===== src/rtl/epd_spi_pkg.sv =====
`timescale 1ns/1ps
package epd_spi_pkg;

    typedef enum logic [2:0] {
        FS_IDLE,
        FS_SETUP,
        FS_SHIFT,
        FS_LINK,
        FS_TAIL,
        FS_GAP,
        FS_RESET
    } fr_state_e;

    typedef enum logic [1:0] {
        RP_IDLE,
        RP_PRE,
        RP_LOW,
        RP_POST
    } rp_phase_e;

endpackage


===== src/rtl/epd_sck_div.sv =====
`timescale 1ns/1ps
module epd_sck_div #(
    parameter int SCK_DIV = 2
) (
    input  logic clk,
    input  logic rst_n,
    input  logic en,
    output logic tick
);
    localparam int CW = (SCK_DIV > 1) ? $clog2(SCK_DIV) : 1;
    localparam logic [CW-1:0] LAST = CW'(SCK_DIV - 1);

    logic [CW-1:0] cnt_d, cnt_q;

    always_comb begin
        tick  = en && (cnt_q == LAST);
        cnt_d = (!en || tick) ? '0 : cnt_q + 1'b1;
    end

    always_ff @(posedge clk or negedge rst_n) begin
        if (!rst_n) cnt_q <= '0;
        else        cnt_q <= cnt_d;
    end

    // with a divider above one, two ticks are never adjacent
    a_r3_tick_spacing: assert property (@(posedge clk) disable iff (!rst_n)
        (tick && (SCK_DIV > 1)) |=> !tick);

endmodule


===== src/rtl/epd_rst_seq.sv =====
`timescale 1ns/1ps
module epd_rst_seq
    import epd_spi_pkg::*;
#(
    parameter int CLK_HZ      = 50_000_000,
    parameter int RST_PRE_MS  = 20,
    parameter int RST_LOW_MS  = 2,
    parameter int RST_POST_MS = 20
) (
    input  logic clk,
    input  logic rst_n,
    input  logic start,
    output logic line_n,
    output logic done
);
    localparam int MS_CYC   = (CLK_HZ >= 1000) ? CLK_HZ / 1000 : 1;
    localparam int PRE_CYC  = (MS_CYC * RST_PRE_MS  > 0) ? MS_CYC * RST_PRE_MS  : 1;
    localparam int LOW_CYC  = (MS_CYC * RST_LOW_MS  > 0) ? MS_CYC * RST_LOW_MS  : 1;
    localparam int POST_CYC = (MS_CYC * RST_POST_MS > 0) ? MS_CYC * RST_POST_MS : 1;
    localparam int MAX_CYC  = (PRE_CYC > POST_CYC) ?
                              ((PRE_CYC > LOW_CYC) ? PRE_CYC : LOW_CYC) :
                              ((POST_CYC > LOW_CYC) ? POST_CYC : LOW_CYC);
    localparam int CW       = $clog2(MAX_CYC + 1);

    typedef struct packed {
        rp_phase_e     phase;
        logic [CW-1:0] cnt;
        logic          done;
    } rs_regs_t;

    localparam rs_regs_t RS_RST = '{phase: RP_IDLE, cnt: '0, done: 1'b0};

    rs_regs_t d, q;

    always_comb begin
        d      = q;
        d.done = 1'b0;
        case (q.phase)
            RP_IDLE: begin
                if (start) begin
                    d.phase = RP_PRE;
                    d.cnt   = '0;
                end
            end
            RP_PRE: begin
                if (q.cnt == CW'(PRE_CYC - 1)) begin
                    d.phase = RP_LOW;
                    d.cnt   = '0;
                end else begin
                    d.cnt = q.cnt + 1'b1;
                end
            end
            RP_LOW: begin
                if (q.cnt == CW'(LOW_CYC - 1)) begin
                    d.phase = RP_POST;
                    d.cnt   = '0;
                end else begin
                    d.cnt = q.cnt + 1'b1;
                end
            end
            RP_POST: begin
                if (q.cnt == CW'(POST_CYC - 1)) begin
                    d.phase = RP_IDLE;
                    d.cnt   = '0;
                    d.done  = 1'b1;
                end else begin
                    d.cnt = q.cnt + 1'b1;
                end
            end
            default: d = RS_RST;
        endcase
    end

    always_ff @(posedge clk or negedge rst_n) begin
        if (!rst_n) q <= RS_RST;
        else        q <= d;
    end

    assign line_n = (q.phase != RP_LOW);
    assign done   = q.done;

    // done only ever follows the trailing high phase
    a_r8_done_after_post: assert property (@(posedge clk) disable iff (!rst_n)
        q.done |-> ($past(q.phase) == RP_POST));

    // the low phase is always entered from the leading high phase
    a_r8_low_after_pre: assert property (@(posedge clk) disable iff (!rst_n)
        $fell(line_n) |-> ($past(q.phase) == RP_PRE));

endmodule


===== src/rtl/epd_spi_frame.sv =====
`timescale 1ns/1ps
module epd_spi_frame
    import epd_spi_pkg::*;
(
    input  logic       clk,
    input  logic       rst_n,
    input  logic       in_valid,
    output logic       in_ready,
    input  logic [7:0] in_byte,
    input  logic       in_is_cmd,
    input  logic       in_last,
    input  logic       rst_req,
    input  logic       tick,
    output logic       div_en,
    output logic       seq_start,
    input  logic       seq_done,
    output logic       sclk,
    output logic       mosi,
    output logic       cs_n,
    output logic       dc
);
    typedef struct packed {
        fr_state_e  st;
        logic [7:0] sh;
        logic [3:0] half;
        logic       is_cmd;
        logic       last;
        logic       held;
        logic       pend;
        logic       sclk;
        logic       cs_n;
        logic       dc;
    } fr_regs_t;

    localparam fr_regs_t FR_RST = '{
        st: FS_IDLE, sh: 8'h00, half: 4'h0, is_cmd: 1'b0, last: 1'b0,
        held: 1'b0, pend: 1'b0, sclk: 1'b0, cs_n: 1'b1, dc: 1'b1
    };

    fr_regs_t d, q;
    logic     accept;

    always_comb begin
        in_ready  = ((q.st == FS_IDLE) || (q.st == FS_LINK)) && !q.pend;
        accept    = in_valid && in_ready;
        div_en    = (q.st == FS_SETUP) || (q.st == FS_SHIFT) ||
                    (q.st == FS_TAIL)  || (q.st == FS_GAP);
        seq_start = (q.st == FS_IDLE) && q.pend;

        d      = q;
        d.pend = q.pend | rst_req;

        case (q.st)
            FS_IDLE: begin
                if (q.pend) begin
                    d.st   = FS_RESET;
                    d.pend = rst_req;
                end else if (accept) begin
                    d.sh     = in_byte;
                    d.is_cmd = in_is_cmd;
                    d.last   = in_last;
                    d.dc     = !in_is_cmd;
                    d.st     = FS_SETUP;
                end
            end
            FS_SETUP: begin
                if (tick) begin
                    d.cs_n = 1'b0;
                    d.half = 4'h0;
                    d.st   = FS_SHIFT;
                end
            end
            FS_SHIFT: begin
                if (tick) begin
                    d.half = q.half + 4'h1;
                    if (!q.half[0]) begin
                        d.sclk = 1'b1;
                    end else begin
                        d.sclk = 1'b0;
                        d.sh   = {q.sh[6:0], 1'b0};
                    end
                    if (q.half == 4'hF) begin
                        if (q.is_cmd || q.last) begin
                            d.cs_n = 1'b1;
                            d.held = 1'b0;
                            d.st   = FS_TAIL;
                        end else begin
                            d.st = FS_LINK;
                        end
                    end
                end
            end
            FS_LINK: begin
                if (q.pend) begin
                    d.cs_n = 1'b1;
                    d.held = 1'b0;
                    d.st   = FS_TAIL;
                end else if (accept) begin
                    d.sh     = in_byte;
                    d.is_cmd = in_is_cmd;
                    d.last   = in_last;
                    if (in_is_cmd) begin
                        d.cs_n = 1'b1;
                        d.held = 1'b1;
                        d.st   = FS_TAIL;
                    end else begin
                        d.half = 4'h0;
                        d.st   = FS_SHIFT;
                    end
                end
            end
            FS_TAIL: begin
                if (tick) begin
                    d.dc = 1'b1;
                    d.st = FS_GAP;
                end
            end
            FS_GAP: begin
                if (tick) begin
                    if (q.held) begin
                        d.held = 1'b0;
                        d.dc   = !q.is_cmd;
                        d.st   = FS_SETUP;
                    end else begin
                        d.st = FS_IDLE;
                    end
                end
            end
            FS_RESET: begin
                if (seq_done) d.st = FS_IDLE;
            end
            default: d = FR_RST;
        endcase
    end

    always_ff @(posedge clk or negedge rst_n) begin
        if (!rst_n) q <= FR_RST;
        else        q <= d;
    end

    assign sclk = q.sclk;
    assign mosi = q.sh[7];
    assign cs_n = q.cs_n;
    assign dc   = q.dc;

    // the serial clock only runs inside a frame
    a_r2_sclk_in_frame: assert property (@(posedge clk) disable iff (!rst_n)
        q.sclk |-> !q.cs_n);

    // command/data select is frozen while chip select is low
    a_r4_dc_frozen: assert property (@(posedge clk) disable iff (!rst_n)
        (!q.cs_n && !$past(q.cs_n)) |-> $stable(q.dc));

    // nothing is accepted while the serial clock is high
    a_r10_busy_when_high: assert property (@(posedge clk) disable iff (!rst_n)
        q.sclk |-> !in_ready);

    // the reset sequence only starts with chip select released
    a_r9_reset_outside_frame: assert property (@(posedge clk) disable iff (!rst_n)
        seq_start |-> q.cs_n);

    // a data byte taken into an open burst keeps chip select low
    a_r6_burst_keeps_cs: assert property (@(posedge clk) disable iff (!rst_n)
        ((q.st == FS_LINK) && accept && !in_is_cmd) |=> !q.cs_n);

endmodule


===== src/rtl/epd_spi_framer.sv =====
`timescale 1ns/1ps
module epd_spi_framer #(
    parameter int CLK_HZ      = 50_000_000,
    parameter int SCK_DIV     = 2,
    parameter int RST_PRE_MS  = 20,
    parameter int RST_LOW_MS  = 2,
    parameter int RST_POST_MS = 20
) (
    input  logic       clk,
    input  logic       rst_n,
    input  logic       in_valid,
    output logic       in_ready,
    input  logic [7:0] in_byte,
    input  logic       in_is_cmd,
    input  logic       in_last,
    input  logic       rst_req,
    output logic       rst_done,
    output logic       panel_sclk,
    output logic       panel_mosi,
    output logic       panel_cs_n,
    output logic       panel_dc,
    output logic       panel_rst_n
);
    logic tick, div_en, seq_start, seq_done;

    epd_sck_div #(.SCK_DIV(SCK_DIV)) u_div (
        .clk   (clk),
        .rst_n (rst_n),
        .en    (div_en),
        .tick  (tick)
    );

    epd_rst_seq #(
        .CLK_HZ      (CLK_HZ),
        .RST_PRE_MS  (RST_PRE_MS),
        .RST_LOW_MS  (RST_LOW_MS),
        .RST_POST_MS (RST_POST_MS)
    ) u_rst (
        .clk    (clk),
        .rst_n  (rst_n),
        .start  (seq_start),
        .line_n (panel_rst_n),
        .done   (seq_done)
    );

    epd_spi_frame u_frame (
        .clk       (clk),
        .rst_n     (rst_n),
        .in_valid  (in_valid),
        .in_ready  (in_ready),
        .in_byte   (in_byte),
        .in_is_cmd (in_is_cmd),
        .in_last   (in_last),
        .rst_req   (rst_req),
        .tick      (tick),
        .div_en    (div_en),
        .seq_start (seq_start),
        .seq_done  (seq_done),
        .sclk      (panel_sclk),
        .mosi      (panel_mosi),
        .cs_n      (panel_cs_n),
        .dc        (panel_dc)
    );

    assign rst_done = seq_done;

endmodule


===== config.mk =====
export PLATFORM = sky130hd
export DESIGN_NAME = epd_spi_framer
export DESIGN_NICKNAME = d
export VERILOG_FILES = /design/src/rtl/epd_spi_pkg.sv /design/src/rtl/epd_sck_div.sv /design/src/rtl/epd_rst_seq.sv /design/src/rtl/epd_spi_frame.sv /design/src/rtl/epd_spi_framer.sv
export SDC_FILE = /design/constraint.sdc
export NUM_CORES = 1
export LEC_CHECK = 0
export CAP_MARGIN = 20
export CORE_MARGIN = 2
export CORE_UTILIZATION = 57
export CTS_CLUSTER_SIZE = 40
export DETAILED_ROUTE_END_ITERATION = 8
export DONT_BUFFER_PORTS = 1
export HOLD_SLACK_MARGIN = 0.1
export PLACE_DENSITY = 0.75
export SLEW_MARGIN = 20
export SYNTH_ARGS = -nofsm -noshare
export SYNTH_HDL_FRONTEND = slang
export SYNTH_SLANG_ARGS = --single-unit

===== constraint.sdc =====
create_clock -name clk -period 2.14 [get_ports clk]
set_clock_uncertainty 0.15 [all_clocks]
set_input_delay 0.428 -clock clk [delete_from_list [all_inputs] [get_ports clk]]
set_output_delay 0.428 -clock clk [all_outputs]
set_load 0.005 [all_outputs]

**After elaboration in Yosys (flattened, before gate mapping)**

Index checks and enable logic that the tools add are counted.

- Register bits: 46
- Bits in latches: 0
- RAM bits: 0
- ROM bits: 0
- Input port bits: 14
- Output and inout bits: 7
- Word-level logic and storage cells: 147
- Memories kept: 0

- Add/subtract/negate cells: 3
- Multiply operators: 0
- Div/mod/pow operators: 0
- $lt $le $gt $ge: 0
- Eq/ne operators: 34
- Shift operators: 0
- Muxes and demuxes: 57
- Bitwise logic cells: 7
- Reductions and logical operators: 32

Operator list:

| operator | count |
|---|---|
| $pmux W22 S4 | 1 |
| $mux W20 | 2 |
| $pmux W8 S4 | 1 |
| $mux W3 | 9 |
| $ne A2 B2 Y1 const B | 12 |
| $mux W22 | 1 |
| $mux W1 | 21 |
| $pmux W3 S7 | 1 |
| $reduce_and A7 Y1 | 3 |
| $add A20 B1 Y20 const B | 1 |
| $eq A20 B17 Y1 const B | 1 |
| $eq A20 B20 Y1 const B | 1 |
| $mux W18 | 1 |
| $mux W8 | 2 |
| $pmux W4 S4 | 1 |
| $reduce_or A4 Y1 | 4 |
| $mux W15 | 1 |
| $mux W14 | 1 |
| $ne A2 B1 Y1 const B | 7 |
| $mux W2 | 6 |
| $pmux W1 S4 | 3 |
| $reduce_and A6 Y1 | 2 |
| $reduce_or A6 Y1 | 2 |
| $mux W11 | 1 |
| other kinds (25) | 48 |

**Longest topological paths before layout**

- Word-level depth: 7
- Gate-level depth with buffers: 7
- Gate-level depth less buffers: 6

**By module**

From an unflattened synthesis, not the netlist that was laid out.

- Cells, all modules: 331
- Area total of the unflattened synthesis: 2,971.6 µm²

By module, submodules not included:

| module | instances | cells an instance | area an instance (µm²) | seq. area each (µm²) |
|---|---|---|---|---|
| epd_rst_seq | 1 | 173 | 1,470.2 | 575.6 |
| epd_spi_frame | 1 | 155 | 1,460.2 | 553.0 |
| epd_sck_div | 1 | 3 | 41.3 | 25.0 |

**Least setup slack after synthesis**

Ideal clock, no wire load.

- Kind: register to register
- Start: reg u_frame.q[19] (netlist bit)
- End: reg u_rst.q[22] (netlist bit)
- Library setup time: 0.125 ns
- Arrival time: 2.033 ns
- Required time: 1.865 ns
- Slack: -0.168 ns
- Stages on the path, launching flop included: 7
- Path buffers: 2
- Clock period less this slack: 2.308 ns
- Cells stage by stage: dfrtp_1 -> buf_6 -> or4b_4 -> and2_1 -> clkbuf_1 -> a211oi_1 -> mux2_2

- Cells in the longest elaborated chain, start to end: 4

RTL lines:

| element | RTL line | text |
|---|---|---|
| start, declared | epd_spi_frame.sv:40 | `fr_regs_t d, q;` |
| start signal, assigned | epd_spi_frame.sv:137 | `if (!rst_n) q <= FR_RST;` |
| start signal, assigned | epd_spi_frame.sv:138 | `else q <= d;` |
| $logic_not A3 Y1 | epd_spi_frame.sv:48 | `seq_start = (q.st == FS_IDLE) && q.pend;` |
| $logic_and A1 B1 Y1 | epd_spi_frame.sv:48 |  |
| $ne A2 B2 Y1 (no source line) | n/a |  |
| $reduce_and A4 Y1 (no source line) | n/a |  |
| end signal, assigned | epd_rst_seq.sv:75 | `if (!rst_n) q <= RS_RST;` |
| end signal, assigned | epd_rst_seq.sv:76 | `else q <= d;` |
| end, declared | epd_rst_seq.sv:33 | `rs_regs_t d, q;` |

No other way between the ends.
A chain may end at the register's enable or synchronous reset.

**Worst setup path after layout**

- Start: reg u_frame.q[20] (netlist bit)
- End: reg u_rst.q[18] (netlist bit)

- Cells in the longest elaborated chain, start to end: 3

RTL lines:

| element | RTL line |
|---|---|
| $logic_not A3 Y1 | epd_spi_frame.sv:48 |
| $logic_and A1 B1 Y1 | epd_spi_frame.sv:48 |
| $ne A2 B2 Y1 (no source line) | n/a |

No other way between the ends.

==> impl_metrics.csv <==
group,metric,value,unit
clock_network,htree_levels,2,
timing,fin_ws,-0.0696,ns
cells_and_area,nets,361,
worst_setup_path,cp-end-kind,"flip-flop",
drt,postRouteAntennaNets,0,
grt,antenna_found_initial,0,
clock_network,cts.path.max_buffers,2,
placed_design,gp_congestion,0.886,
cells_and_area,layout_commonest_cell,"dfrtp_1",
drt,dr.pass1.iters,4,
synthesis,netlist_instances,312,
synthesis,synth-seq-area-share,41.7,%
synthesis,synth_area_per_cell,8.87,um^2
cells_and_area,final_layout_size_suffix_gt1_share,19.4,%
grt,grt_max_degree,47,
synthesis,synth-edff-count,0,
worst_setup_path,critPathRequiredTime,2.19,ns
drt,drt_iter0_drc,148,
cells_and_area,final_cells,395,
timing,post-route-period-util,103,%
clock_network,cts-root-buf,"clkbuf_8",
synthesis,synth_ff_type,"dfrtp_1",
placed_design,numPortBuffers,0,
drt,top_layer,"met4",
synthesis,yosys_warnings,0,
floorplanning,die-width,73.7,um
drt,vias_per_cell,6.07,
cells_and_area,area_growth,16.0,%
pwr,ir_drop,0.813,mV
worst_setup_path,critPathLaunchType,"flip-flop",
clock_network,clk_pin_slew_worst_paths,0.09,ns
timing,finalSetupViolCount,18,
timing,final.setup.tns,-0.715,ns
worst_setup_path,cp_max_fo,8,
pwr,power.density,1220,mW/mm^2
drt,wl_met1,2710,um
drt,wl_met3,210,um
floorplanning,start_util,59.0,%
timing,hold_viol,0,
grt,grt_pass1_vias,2325,
floorplanning,die_h,73.7,um
timing,worst_slew_pin_slew,0.556,ns
worst_setup_path,rrSetupSlack,-0.07,ns
floorplanning,io_pins,21,
floorplanning,rows,25,
placed_design,dp_hpwl,4250,um
cells_and_area,multi_input_area,0.00157,mm^2
placed_design,dp_cells,380,
clock_network,cts_tree,"done",
timing,slew_headroom,62.8,%
run_status,violations,"setup timing",
drt,wl_met2,2990,um
drt,routed_wl,6070,um
grt,grt_pass1_wl,10400,um
drt,wl_per_cell,15.4,um
floorplanning,dieArea,0.00543,mm^2
synthesis,synth-async-reset-ratio,100,%
worst_setup_path,cp_data_arrival_time,2.26,ns
drt,drcViolationCount,0,
cells_and_area,seq_area,0.00115,mm^2
grt,grt_overflow,0,
grt,track_usage,24.5,%
drt,vias,2396,
clock_network,clock_latency,0.30,ns
synthesis,mappedNetlistArea,0.00277,mm^2
cells_and_area,final_cell_mix,"dfrtp_1, nor2_1, buf_4, nand2_1, o21ai_0",
synthesis,synth_seq_cells,46,
timing,rsz0062_at_grt,"true",
cells_and_area,antenna_cells,0,
timing,max_freq,0.453,GHz
pwr,leakage,1.36,nW
floorplanning,core,0.00469,mm^2
timing,period_minus_slack,2.21,ns
run_status,outcome,"finished with violations",
synthesis,syn_nets,333,
worst_setup_path,worstSetupPathType,"reg2reg",
clock_network,clock-sinks,46,
min_path,min_path_type,"in2reg",
cells_and_area,fillers,362,
timing,final_max_slew_viol_count,0,
clock_network,cts_buffers,5,
run,max-cap-violations,0,
synthesis,synth.distinct_cells,58,
[per-stage QoR]
step           setup WS (ns)  hold slack [ns]  area, um^2  power, mW  utilization, %
6_report             -0.0696            0.127        3210       3.93            68.4
5_1_grt               -0.156            0.124        3210       4.27            68.4
4_1_cts              -0.0503            0.118        3170       3.89            67.6
3_5_place_dp          -0.108          -0.0167        2990       3.21            63.8
3_3_place_gp         -0.0483          -0.0167        2990       3.17            63.8
2_1_floorplan        -0.0718          -0.0176        2790       2.67               -
[cells in the mapped netlist, drive strengths merged, types with 4 or more instances]
master / instances / area share (%)
nor2: 46 / 6.3
dfrtp: 44 / 40
nand2: 27 / 3.7
o21ai: 23 / 4.2
a21oi: 19 / 3.4
inv: 15 / 2.0
nand3: 14 / 2.5
xnor2: 10 / 3.2
nor3: 9 / 2.0
a22oi: 8 / 2.2
ha: 7 / 3.2
and3: 6 / 1.4
buf: 6 / 1.5
clkbuf: 6 / 0.81
mux2i: 5 / 1.8
nand4: 4 / 0.90
nor2b: 4 / 0.90
nor4: 4 / 2.0
o211ai: 4 / 1.1
[state kept, by name, summed over array words and instances, names as in the netlist]
register      cells
u_frame.sclk      1
u_frame.q        18
u_frame.dc        1
u_rst.q          22
u_div.cnt_q       1
u_frame.cs_n      1
u_rst.done        1
u_frame.mosi      1
[power by group]
part           total [mW]  internal (mW)  switching (mW)
logic                2.08          0.891            1.19
clock network       0.560          0.236           0.324
registers            1.29           1.11           0.184
total                3.93           2.23            1.70
[cell families (layout without fill, tap and decap cells)]
logic type      count (synthesis)  count (layout)  synth area share, %
compound gates                 80              80                 19.1
fa+ha+maj                       7               7                 3.16
mux                             8               8                 3.03
simple gates                  131             131                 24.5
xor+xnor                       13              13                 4.11
buf+inv                        27              56                 4.38
flops                          46              46                 41.7
[routing by layer]
| metal | up-vias | global-route usage (%) |
|---|---|---|
| li1 | 1176 | - |
| met1 | 1138 | 31.9 |
| met2 | 64 | 40.1 |
| met3 | 18 | 4.12 |
| met4 | 0 | 10.5 |
| met5 | - | 0 |
[final timing paths]
kind,start,to,cells after the start
worst max register to register,u_frame.q[20],u_rst.q[18],5
worst min-delay path,in_byte[0],u_frame.q[11],2
worst max-delay path,u_frame.q[20],u_rst.q[18],5
min in group asynchronous,rst_n,u_frame.q[4],2
worst min register to register,u_frame.dc,u_frame.dc,2
max in group asynchronous,rst_n,u_frame.dc,2
[worst max-delay path: stages, from the launching register on]
cell and delay [ns]:
dfrtp_1 0.41, or4b_4 0.54, a2111o_2 0.56, nor4_4 0.25, xnor2_1 0.14, nor2_1 0.06
[what timing repair did]
action | in CTS | in global routing
endpoints found under the setup margin | 21 | 23
pin swaps | 5 | 5
gates resized for setup | 6 | 9
hold buffers | 3 | 0
gates cloned | 0 | 0
endpoints found under the hold margin | 47 | 0
setup buffers | 3 | 1
[layout make-up]
cell class                 instances  area share, %
clock buffer                       5           2.14
clock inverter                     3          0.779
inverter                          15           1.75
multi-input combinational        239           48.8
sequential                        46           35.9
tap                               54           2.10
timing repair buffer              33           8.50
No activity file was read; power rests on OpenSTA's default activity.
